**config.mk**
```make
export PLATFORM = sky130hd
export DESIGN_NAME = wait_balance_dispatch
export DESIGN_NICKNAME = d
export VERILOG_FILES = /design/src/rtl/wbd_pkg.sv /design/src/rtl/wbd_wait_cmp.sv /design/src/rtl/wbd_gc_burst.sv /design/src/rtl/wbd_pick.sv /design/src/rtl/wait_balance_dispatch.sv
export SDC_FILE = /design/constraint.sdc
export NUM_CORES = 1
export LEC_CHECK = 0
export ABC_AREA = 0
export ABC_CLOCK_PERIOD_IN_PS = 4300
export BUFFER_PORTS_ARGS = -buffer_cell sky130_fd_sc_hd__buf_2
export CELL_PAD_IN_SITES_DETAIL_PLACEMENT = 0
export CELL_PAD_IN_SITES_GLOBAL_PLACEMENT = 2
export CORE_UTILIZATION = 21
export CTS_CLUSTER_SIZE = 14
export DETAILED_ROUTE_END_ITERATION = 6
export GPL_ROUTABILITY_DRIVEN = 0
export GPL_TIMING_DRIVEN = 0
export PLACE_DENSITY = 0.86
export SETUP_SLACK_MARGIN = 0.5
export SYNTH_ARGS = -nofsm -noshare
export SYNTH_HDL_FRONTEND = slang
export SYNTH_SLANG_ARGS = --single-unit
```
**constraint.sdc**
```tcl
create_clock -name clk -period 4.3 [get_ports clk]
set_clock_uncertainty 0.05 [all_clocks]
set_input_delay 0.645 -clock clk [delete_from_list [all_inputs] [get_ports clk]]
set_output_delay 0.645 -clock clk [all_outputs]
set_load 0.05 [all_outputs]
```
**src/rtl/wbd_pkg.sv**
```systemverilog
package wbd_pkg;
  typedef enum logic [1:0] {
    K_URD = 2'd0,
    K_UWR = 2'd1,
    K_GRD = 2'd2,
    K_GWR = 2'd3
  } kind_e;
endpackage

```
**src/rtl/wbd_wait_cmp.sv**
```systemverilog
module wbd_wait_cmp #(
  parameter int TIME_W  = 8,
  parameter int COST_W  = 8,
  parameter int RD_COST = 1,
  parameter int WR_COST = 16
) (
  input  logic [TIME_W-1:0] now_i,
  input  logic [TIME_W-1:0] rd_stamp_i,
  input  logic [TIME_W-1:0] wr_stamp_i,
  output logic              rd_first_o
);
  localparam int PW = TIME_W + COST_W;
  localparam logic [COST_W-1:0] RC = COST_W'(RD_COST);
  localparam logic [COST_W-1:0] WC = COST_W'(WR_COST);

  function automatic logic [TIME_W-1:0] elapsed(input logic [TIME_W-1:0] t,
                                                input logic [TIME_W-1:0] s);
    return t - s;
  endfunction

  function automatic logic [PW-1:0] weigh(input logic [TIME_W-1:0] w,
                                          input logic [COST_W-1:0] c);
    return PW'(w) * PW'(c);
  endfunction

  logic [TIME_W-1:0] stamp [2];
  logic [PW-1:0]     score [2];
  assign stamp[0] = rd_stamp_i;
  assign stamp[1] = wr_stamp_i;

  // Each side is scaled by the other side's cost: waitR*tW versus waitW*tR.
  for (genvar s = 0; s < 2; s++) begin : g_side
    localparam logic [COST_W-1:0] CROSS = (s == 0) ? WC : RC;
    assign score[s] = weigh(elapsed(now_i, stamp[s]), CROSS);
  end

  assign rd_first_o = score[0] >= score[1];
endmodule

```
**src/rtl/wbd_gc_burst.sv**
```systemverilog
module wbd_gc_burst #(
  parameter int BUD_W = 4
) (
  input  logic             clk,
  input  logic             rst_n,
  input  logic             start_i,
  input  logic [BUD_W-1:0] budget_i,
  input  logic             gc_take_i,
  input  logic             wr_take_i,
  output logic             active_o,
  output logic             left_nz_o
);
  logic             active_q;
  logic [BUD_W-1:0] left_q;

  always_ff @(posedge clk) begin
    if (!rst_n) begin
      active_q <= 1'b0;
      left_q   <= '0;
    end else if (wr_take_i) begin
      active_q <= 1'b0;
      left_q   <= '0;
    end else if (start_i) begin
      active_q <= 1'b1;
      left_q   <= budget_i - 1'b1;
    end else if (gc_take_i && active_q && left_q != '0) begin
      left_q   <= left_q - 1'b1;
    end
  end

  assign active_o  = active_q;
  assign left_nz_o = left_q != '0;

  assert_start_idle_R4: assert property (@(posedge clk) disable iff (!rst_n)
    start_i |-> !active_q && budget_i != '0);
  assert_left_bound_R4: assert property (@(posedge clk) disable iff (!rst_n)
    (active_q && gc_take_i) |-> left_q != '0);
  assert_no_budget_refill_R4: assert property (@(posedge clk) disable iff (!rst_n)
    (active_q && !wr_take_i) |=> left_q <= $past(left_q));
endmodule

```
**src/rtl/wbd_pick.sv**
```systemverilog
module wbd_pick
  import wbd_pkg::*;
#(
  parameter int TAG_W = 8
) (
  input  logic             en_i,
  input  logic             active_i,
  input  logic             left_nz_i,
  input  logic             budget_nz_i,
  input  logic             rd_first_i,
  input  logic             rd_valid_i,
  input  logic [TAG_W-1:0] rd_tag_i,
  input  logic             wr_valid_i,
  input  logic [TAG_W-1:0] wr_tag_i,
  input  logic             gcr_valid_i,
  input  logic [TAG_W-1:0] gcr_tag_i,
  input  logic             gcw_valid_i,
  input  logic [TAG_W-1:0] gcw_tag_i,
  input  logic             ready_i,
  output logic             valid_o,
  output kind_e            kind_o,
  output logic [TAG_W-1:0] tag_o,
  output logic [3:0]       pop_o,
  output logic             start_o,
  output logic             gc_take_o,
  output logic             wr_take_o
);
  logic             gc_any;
  kind_e            gc_kind;
  logic [TAG_W-1:0] gc_tag;
  logic             wr_path;
  logic             offer_gc;
  logic             fire;

  assign gc_any  = gcr_valid_i | gcw_valid_i;
  assign gc_kind = gcr_valid_i ? K_GRD : K_GWR;
  assign gc_tag  = gcr_valid_i ? gcr_tag_i : gcw_tag_i;
  assign wr_path = wr_valid_i && !(rd_valid_i && rd_first_i);

  always_comb begin
    valid_o  = 1'b0;
    kind_o   = K_URD;
    tag_o    = '0;
    offer_gc = 1'b0;
    if (en_i) begin
      if (active_i) begin
        if (left_nz_i && gc_any) begin
          offer_gc = 1'b1;
        end else if (wr_valid_i) begin
          valid_o = 1'b1;
          kind_o  = K_UWR;
          tag_o   = wr_tag_i;
        end
      end else if (rd_valid_i && !wr_path) begin
        valid_o = 1'b1;
        kind_o  = K_URD;
        tag_o   = rd_tag_i;
      end else if (wr_path) begin
        if (budget_nz_i && gc_any) begin
          offer_gc = 1'b1;
        end else begin
          valid_o = 1'b1;
          kind_o  = K_UWR;
          tag_o   = wr_tag_i;
        end
      end
      if (offer_gc) begin
        valid_o = 1'b1;
        kind_o  = gc_kind;
        tag_o   = gc_tag;
      end
    end
  end

  assign fire = valid_o & ready_i;

  for (genvar k = 0; k < 4; k++) begin : g_pop
    assign pop_o[k] = fire && (kind_o == kind_e'(k));
  end

  assign gc_take_o = pop_o[K_GRD] | pop_o[K_GWR];
  assign start_o   = gc_take_o & ~active_i;
  assign wr_take_o = pop_o[K_UWR];
endmodule

```
**src/rtl/wait_balance_dispatch.sv**
```systemverilog
module wait_balance_dispatch
  import wbd_pkg::*;
#(
  parameter int TIME_W  = 8,
  parameter int TAG_W   = 8,
  parameter int BUD_W   = 4,
  parameter int COST_W  = 8,
  parameter int RD_COST = 1,
  parameter int WR_COST = 16
) (
  input  logic              clk,
  input  logic              rst_n,
  input  logic [TIME_W-1:0] now_i,
  input  logic              rd_valid_i,
  input  logic [TIME_W-1:0] rd_stamp_i,
  input  logic [TAG_W-1:0]  rd_tag_i,
  input  logic              wr_valid_i,
  input  logic [TIME_W-1:0] wr_stamp_i,
  input  logic [TAG_W-1:0]  wr_tag_i,
  input  logic              gcr_valid_i,
  input  logic [TAG_W-1:0]  gcr_tag_i,
  input  logic              gcw_valid_i,
  input  logic [TAG_W-1:0]  gcw_tag_i,
  input  logic [BUD_W-1:0]  gc_budget_i,
  input  logic              out_ready_i,
  output logic              out_valid_o,
  output logic [1:0]        out_kind_o,
  output logic [TAG_W-1:0]  out_tag_o,
  output logic              rd_pop_o,
  output logic              wr_pop_o,
  output logic              gcr_pop_o,
  output logic              gcw_pop_o
);
  // Named internal events, shared by the sub-blocks and the assertions.
  logic       rd_first;
  logic       burst_active;
  logic       burst_left_nz;
  logic       burst_start;
  logic       gc_take;
  logic       wr_take;
  logic [3:0] pop;
  kind_e      kind;

  wbd_wait_cmp #(
    .TIME_W(TIME_W), .COST_W(COST_W), .RD_COST(RD_COST), .WR_COST(WR_COST)
  ) u_cmp (
    .now_i(now_i), .rd_stamp_i(rd_stamp_i), .wr_stamp_i(wr_stamp_i),
    .rd_first_o(rd_first)
  );

  wbd_gc_burst #(.BUD_W(BUD_W)) u_burst (
    .clk(clk), .rst_n(rst_n), .start_i(burst_start), .budget_i(gc_budget_i),
    .gc_take_i(gc_take), .wr_take_i(wr_take),
    .active_o(burst_active), .left_nz_o(burst_left_nz)
  );

  wbd_pick #(.TAG_W(TAG_W)) u_pick (
    .en_i(rst_n), .active_i(burst_active), .left_nz_i(burst_left_nz),
    .budget_nz_i(gc_budget_i != '0), .rd_first_i(rd_first),
    .rd_valid_i(rd_valid_i), .rd_tag_i(rd_tag_i),
    .wr_valid_i(wr_valid_i), .wr_tag_i(wr_tag_i),
    .gcr_valid_i(gcr_valid_i), .gcr_tag_i(gcr_tag_i),
    .gcw_valid_i(gcw_valid_i), .gcw_tag_i(gcw_tag_i),
    .ready_i(out_ready_i), .valid_o(out_valid_o), .kind_o(kind),
    .tag_o(out_tag_o), .pop_o(pop), .start_o(burst_start),
    .gc_take_o(gc_take), .wr_take_o(wr_take)
  );

  assign out_kind_o = kind;
  assign rd_pop_o   = pop[K_URD];
  assign wr_pop_o   = pop[K_UWR];
  assign gcr_pop_o  = pop[K_GRD];
  assign gcw_pop_o  = pop[K_GWR];

  assert_quiet_in_reset_R1: assert property (@(posedge clk)
    !rst_n |-> !out_valid_o && pop == 4'b0);
  assert_one_pop_R8: assert property (@(posedge clk) disable iff (!rst_n)
    $onehot0(pop));
  assert_pop_needs_handshake_R8: assert property (@(posedge clk) disable iff (!rst_n)
    (pop != 4'b0) |-> out_valid_o && out_ready_i);
  assert_read_needs_slot_R3: assert property (@(posedge clk) disable iff (!rst_n)
    (out_valid_o && kind == K_URD) |-> rd_valid_i);
  assert_gc_read_first_R5: assert property (@(posedge clk) disable iff (!rst_n)
    (out_valid_o && kind == K_GWR) |-> !gcr_valid_i);
  assert_commit_write_R9: assert property (@(posedge clk) disable iff (!rst_n)
    (burst_active && out_valid_o) |-> kind != K_URD);
  assert_exit_by_write_R6: assert property (@(posedge clk) disable iff (!rst_n)
    $fell(burst_active) |-> $past(wr_pop_o));
endmodule

```
==> summary.txt <==
Avg Cell Area, Syn -> 7.40 um^2
Fmax achieved -> 215 MHz
Main synth FF type -> dfxtp_1
# H-tree levels -> 1
Fin crit period -> 4660 ps
Part of the Yosys area used for sequential elements -> 6.60%
Slew Viols, Final -> 0
Vias/cell -> 4.59
Slew @ Worst Pin -> 946 ps
Slew headroom -> 36.9%
Crit Path Class -> primary input to output pin
Count leader, synth -> nand2_1
Syn-to-layout area delta -> 93.0%
Yosys warns -> 0
Post-synth EDFFs -> 0
Post-route ant nets -> 0
Largest net degree at the start of global routing -> 11
Die area -> 0.00757 mm^2
Pwr per Cell Area -> 175 mW/mm^2
Failing checks -> negative setup slack
Num CTS Buffers -> 3
Peak fanout along the critical path -> 5
Clock latency on the worst-skew pair -> 220 ps
Rows -> 30
Post-DP HPWL -> 3.93 mm
DRT iter0 DRCs -> 15
Die W -> 87.0 um
CTS tree -> done
CTS clk-pin slew, worst paths -> 40 ps
Hold Slack -> 438 ps
Area leader, netlist -> ha_1
Starting density of the core -> 22.1%
CP endpoint kind -> output pin
Inst Count DP -> 382
FILL cells -> 689
Multi-input logic area -> 0.00175 mm^2
Final non-filler cell total -> 410
Final period util -> 108%
Post-synth top area share -> 15.7%
Placed cell area -> 0.00230 mm^2
CP arrival -> 3960 ps
Share of async-settable or async-resettable flops after synthesis -> 0%
Leakage -> 1.27 nW
First-pass GRT wire length -> 8.11 mm
RSZ-0062 raised after global routing -> true
Status -> finished, violations left
Port Buffers -> 81
PnR worst setup slack -> -356 ps
Min-delay worst type -> register to register
Top cells by count, synth -> nand2_1 (26), inv_1 (20), ha_1 (19), o21ai_0 (14), nor2_1 (12)
Peak VDD IR -> 0.128 mV
Clock buffer depth -> 2
DR pass1 iterations -> 7
Final setup fails -> 16
Die height -> 87.0 um
# DRC -> 0
Vias in the first global route -> 1,868
Worst Setup Start Kind -> primary input
Post-Syn Area -> 0.00152 mm^2
Syn nets -> 293
Flops & latches, synth -> 5
Yosys cell types -> 51
Post-Route WL -> 5.12 mm
Post-layout nets -> 403
Total GRT Usage -> 13.3%
Wirelength per Cell -> 12.5 um
Clock root cell -> clkbuf_8
Post-route cell area -> 0.00293 mm^2
DR vias -> 1,882
Max Cap Viol -> 0
I/O Pins -> 82
GRT overflow -> 0
Most area-consuming cells after synthesis -> ha_1 (16%), dfxtp_1 (6.6%), nand2_1 (6.4%)
Crit path required time -> 3610 ps
Antenna violations before repair -> 0
Final hold violation count -> 0
Post-synthesis cell count -> 205
CTS sink count -> 5
Diode count -> 0
Hold-fix buffers, CTS -> 0
Share of cells above drive strength 1 -> 60.5%
Flip-flop and latch area -> 100 um^2
Core area -> 0.00687 mm^2
[kinds of logic after synthesis]
group | share of synthesized area, %
muxes | 7.26
DFF | 6.60
AOI/OAI and AO/OA | 30.1
buffers and inverters | 6.76
adders and majority gates | 18.3
and+or+nand+nor | 25.8
xor gates and xnor gates | 5.19
[per-stage QoR]
step                total power [mW]  TNS (ps)  worst slack [ps]  util [%]
detailed placement             0.344     -9820              -759      33.5
global placement               0.340     -8820              -699      33.5
global route                   0.551     -6850              -490      42.6
CTS                            0.492     -5540              -398      40.1
floorplan                      0.264     -1080              -118         -
finish                         0.513     -4600              -356      42.6
[metal layers]
metal  wire [um]  part of all wire [%]  global-route usage (%)
met5           0                     0                       0
met4           0                     0                    1.36
met3         282                   5.5                    2.56
met2        2680                    52                    25.3
met1        2160                    42                    15.8
[final cells by class]
class	count	share of cell area, %
inverters	20	3.08
plain buffers	5	1.28
well taps	96	4.10
clock buffers	4	1.54
repair buffers	105	26.7
multi-input cells	175	59.9
flip-flops and latches	5	3.42
[timing repair]
| item | 4_1_cts | 5_1_grt |
|---|---|---|
| pin swaps | 29 | 30 |
| gates resized for setup | 73 | 32 |
| cloned | 2 | 0 |
| buffers inserted | 19 | 3 |
| endpoints found under the setup margin | 19 | 20 |
[layout by cell type, fill, tap and decap left out, drive strengths merged, types with 3 or more instances in the layout]
cell      n
buf     107
nand2    27
inv      20
ha       19
o21ai    15
nor2     12
a31oi    10
a21oi    10
mux2      8
clkbuf    7
xor2      5
a221oi    5
dfxtp     5
nor2b     5
nor3      5
xnor2     4
o21a      4
or3       3
o211ai    3
and3b     3
a21boi    3
nand2b    3
[path summary, 6_finish.rpt]
check                                       start  slack, ps                 to  depth (start not counted)
worst min register to register  u_burst.left_q[1]        440  u_burst.left_q[1]                          2
worst max-delay path                     now_i[0]       -360       out_tag_o[3]                         22
worst min-delay path            u_burst.left_q[1]        440  u_burst.left_q[1]                          2
worst max register to register   u_burst.active_o       1870  u_burst.left_q[1]                          7
[critical path: stages]
cell and delay (ps):
buf_8 110, inv_12 40, ha_4 120, inv_2 30, fa_2 330, a21o_1 170
a21oi_2 160, o21bai_1 110, a21oi_1 170, xor2_1 100, ha_1 290, nand2_2 80
nor3_2 200, o21ai_2 90, o2111ai_2 110, buf_4 170, o21bai_4 60, a22oi_2 350
buf_6 200, o21ai_2 80, a31oi_4 190, buf_6 180
[registers in the layout, indices dropped and copies added, names as in the netlist]
| signal | cells |
|---|---|
| u_burst.left_q | 4 |
| u_burst.active_o | 1 |
[report_power, final]
part           leakage, nW  internal [mW]  switching, mW
clock               0.0228         0.0639         0.0253
sequential          0.0405         0.0483        0.00123
combinational         1.21          0.174          0.201
total                 1.27          0.286          0.227
(Power assumes the default switching activity.)
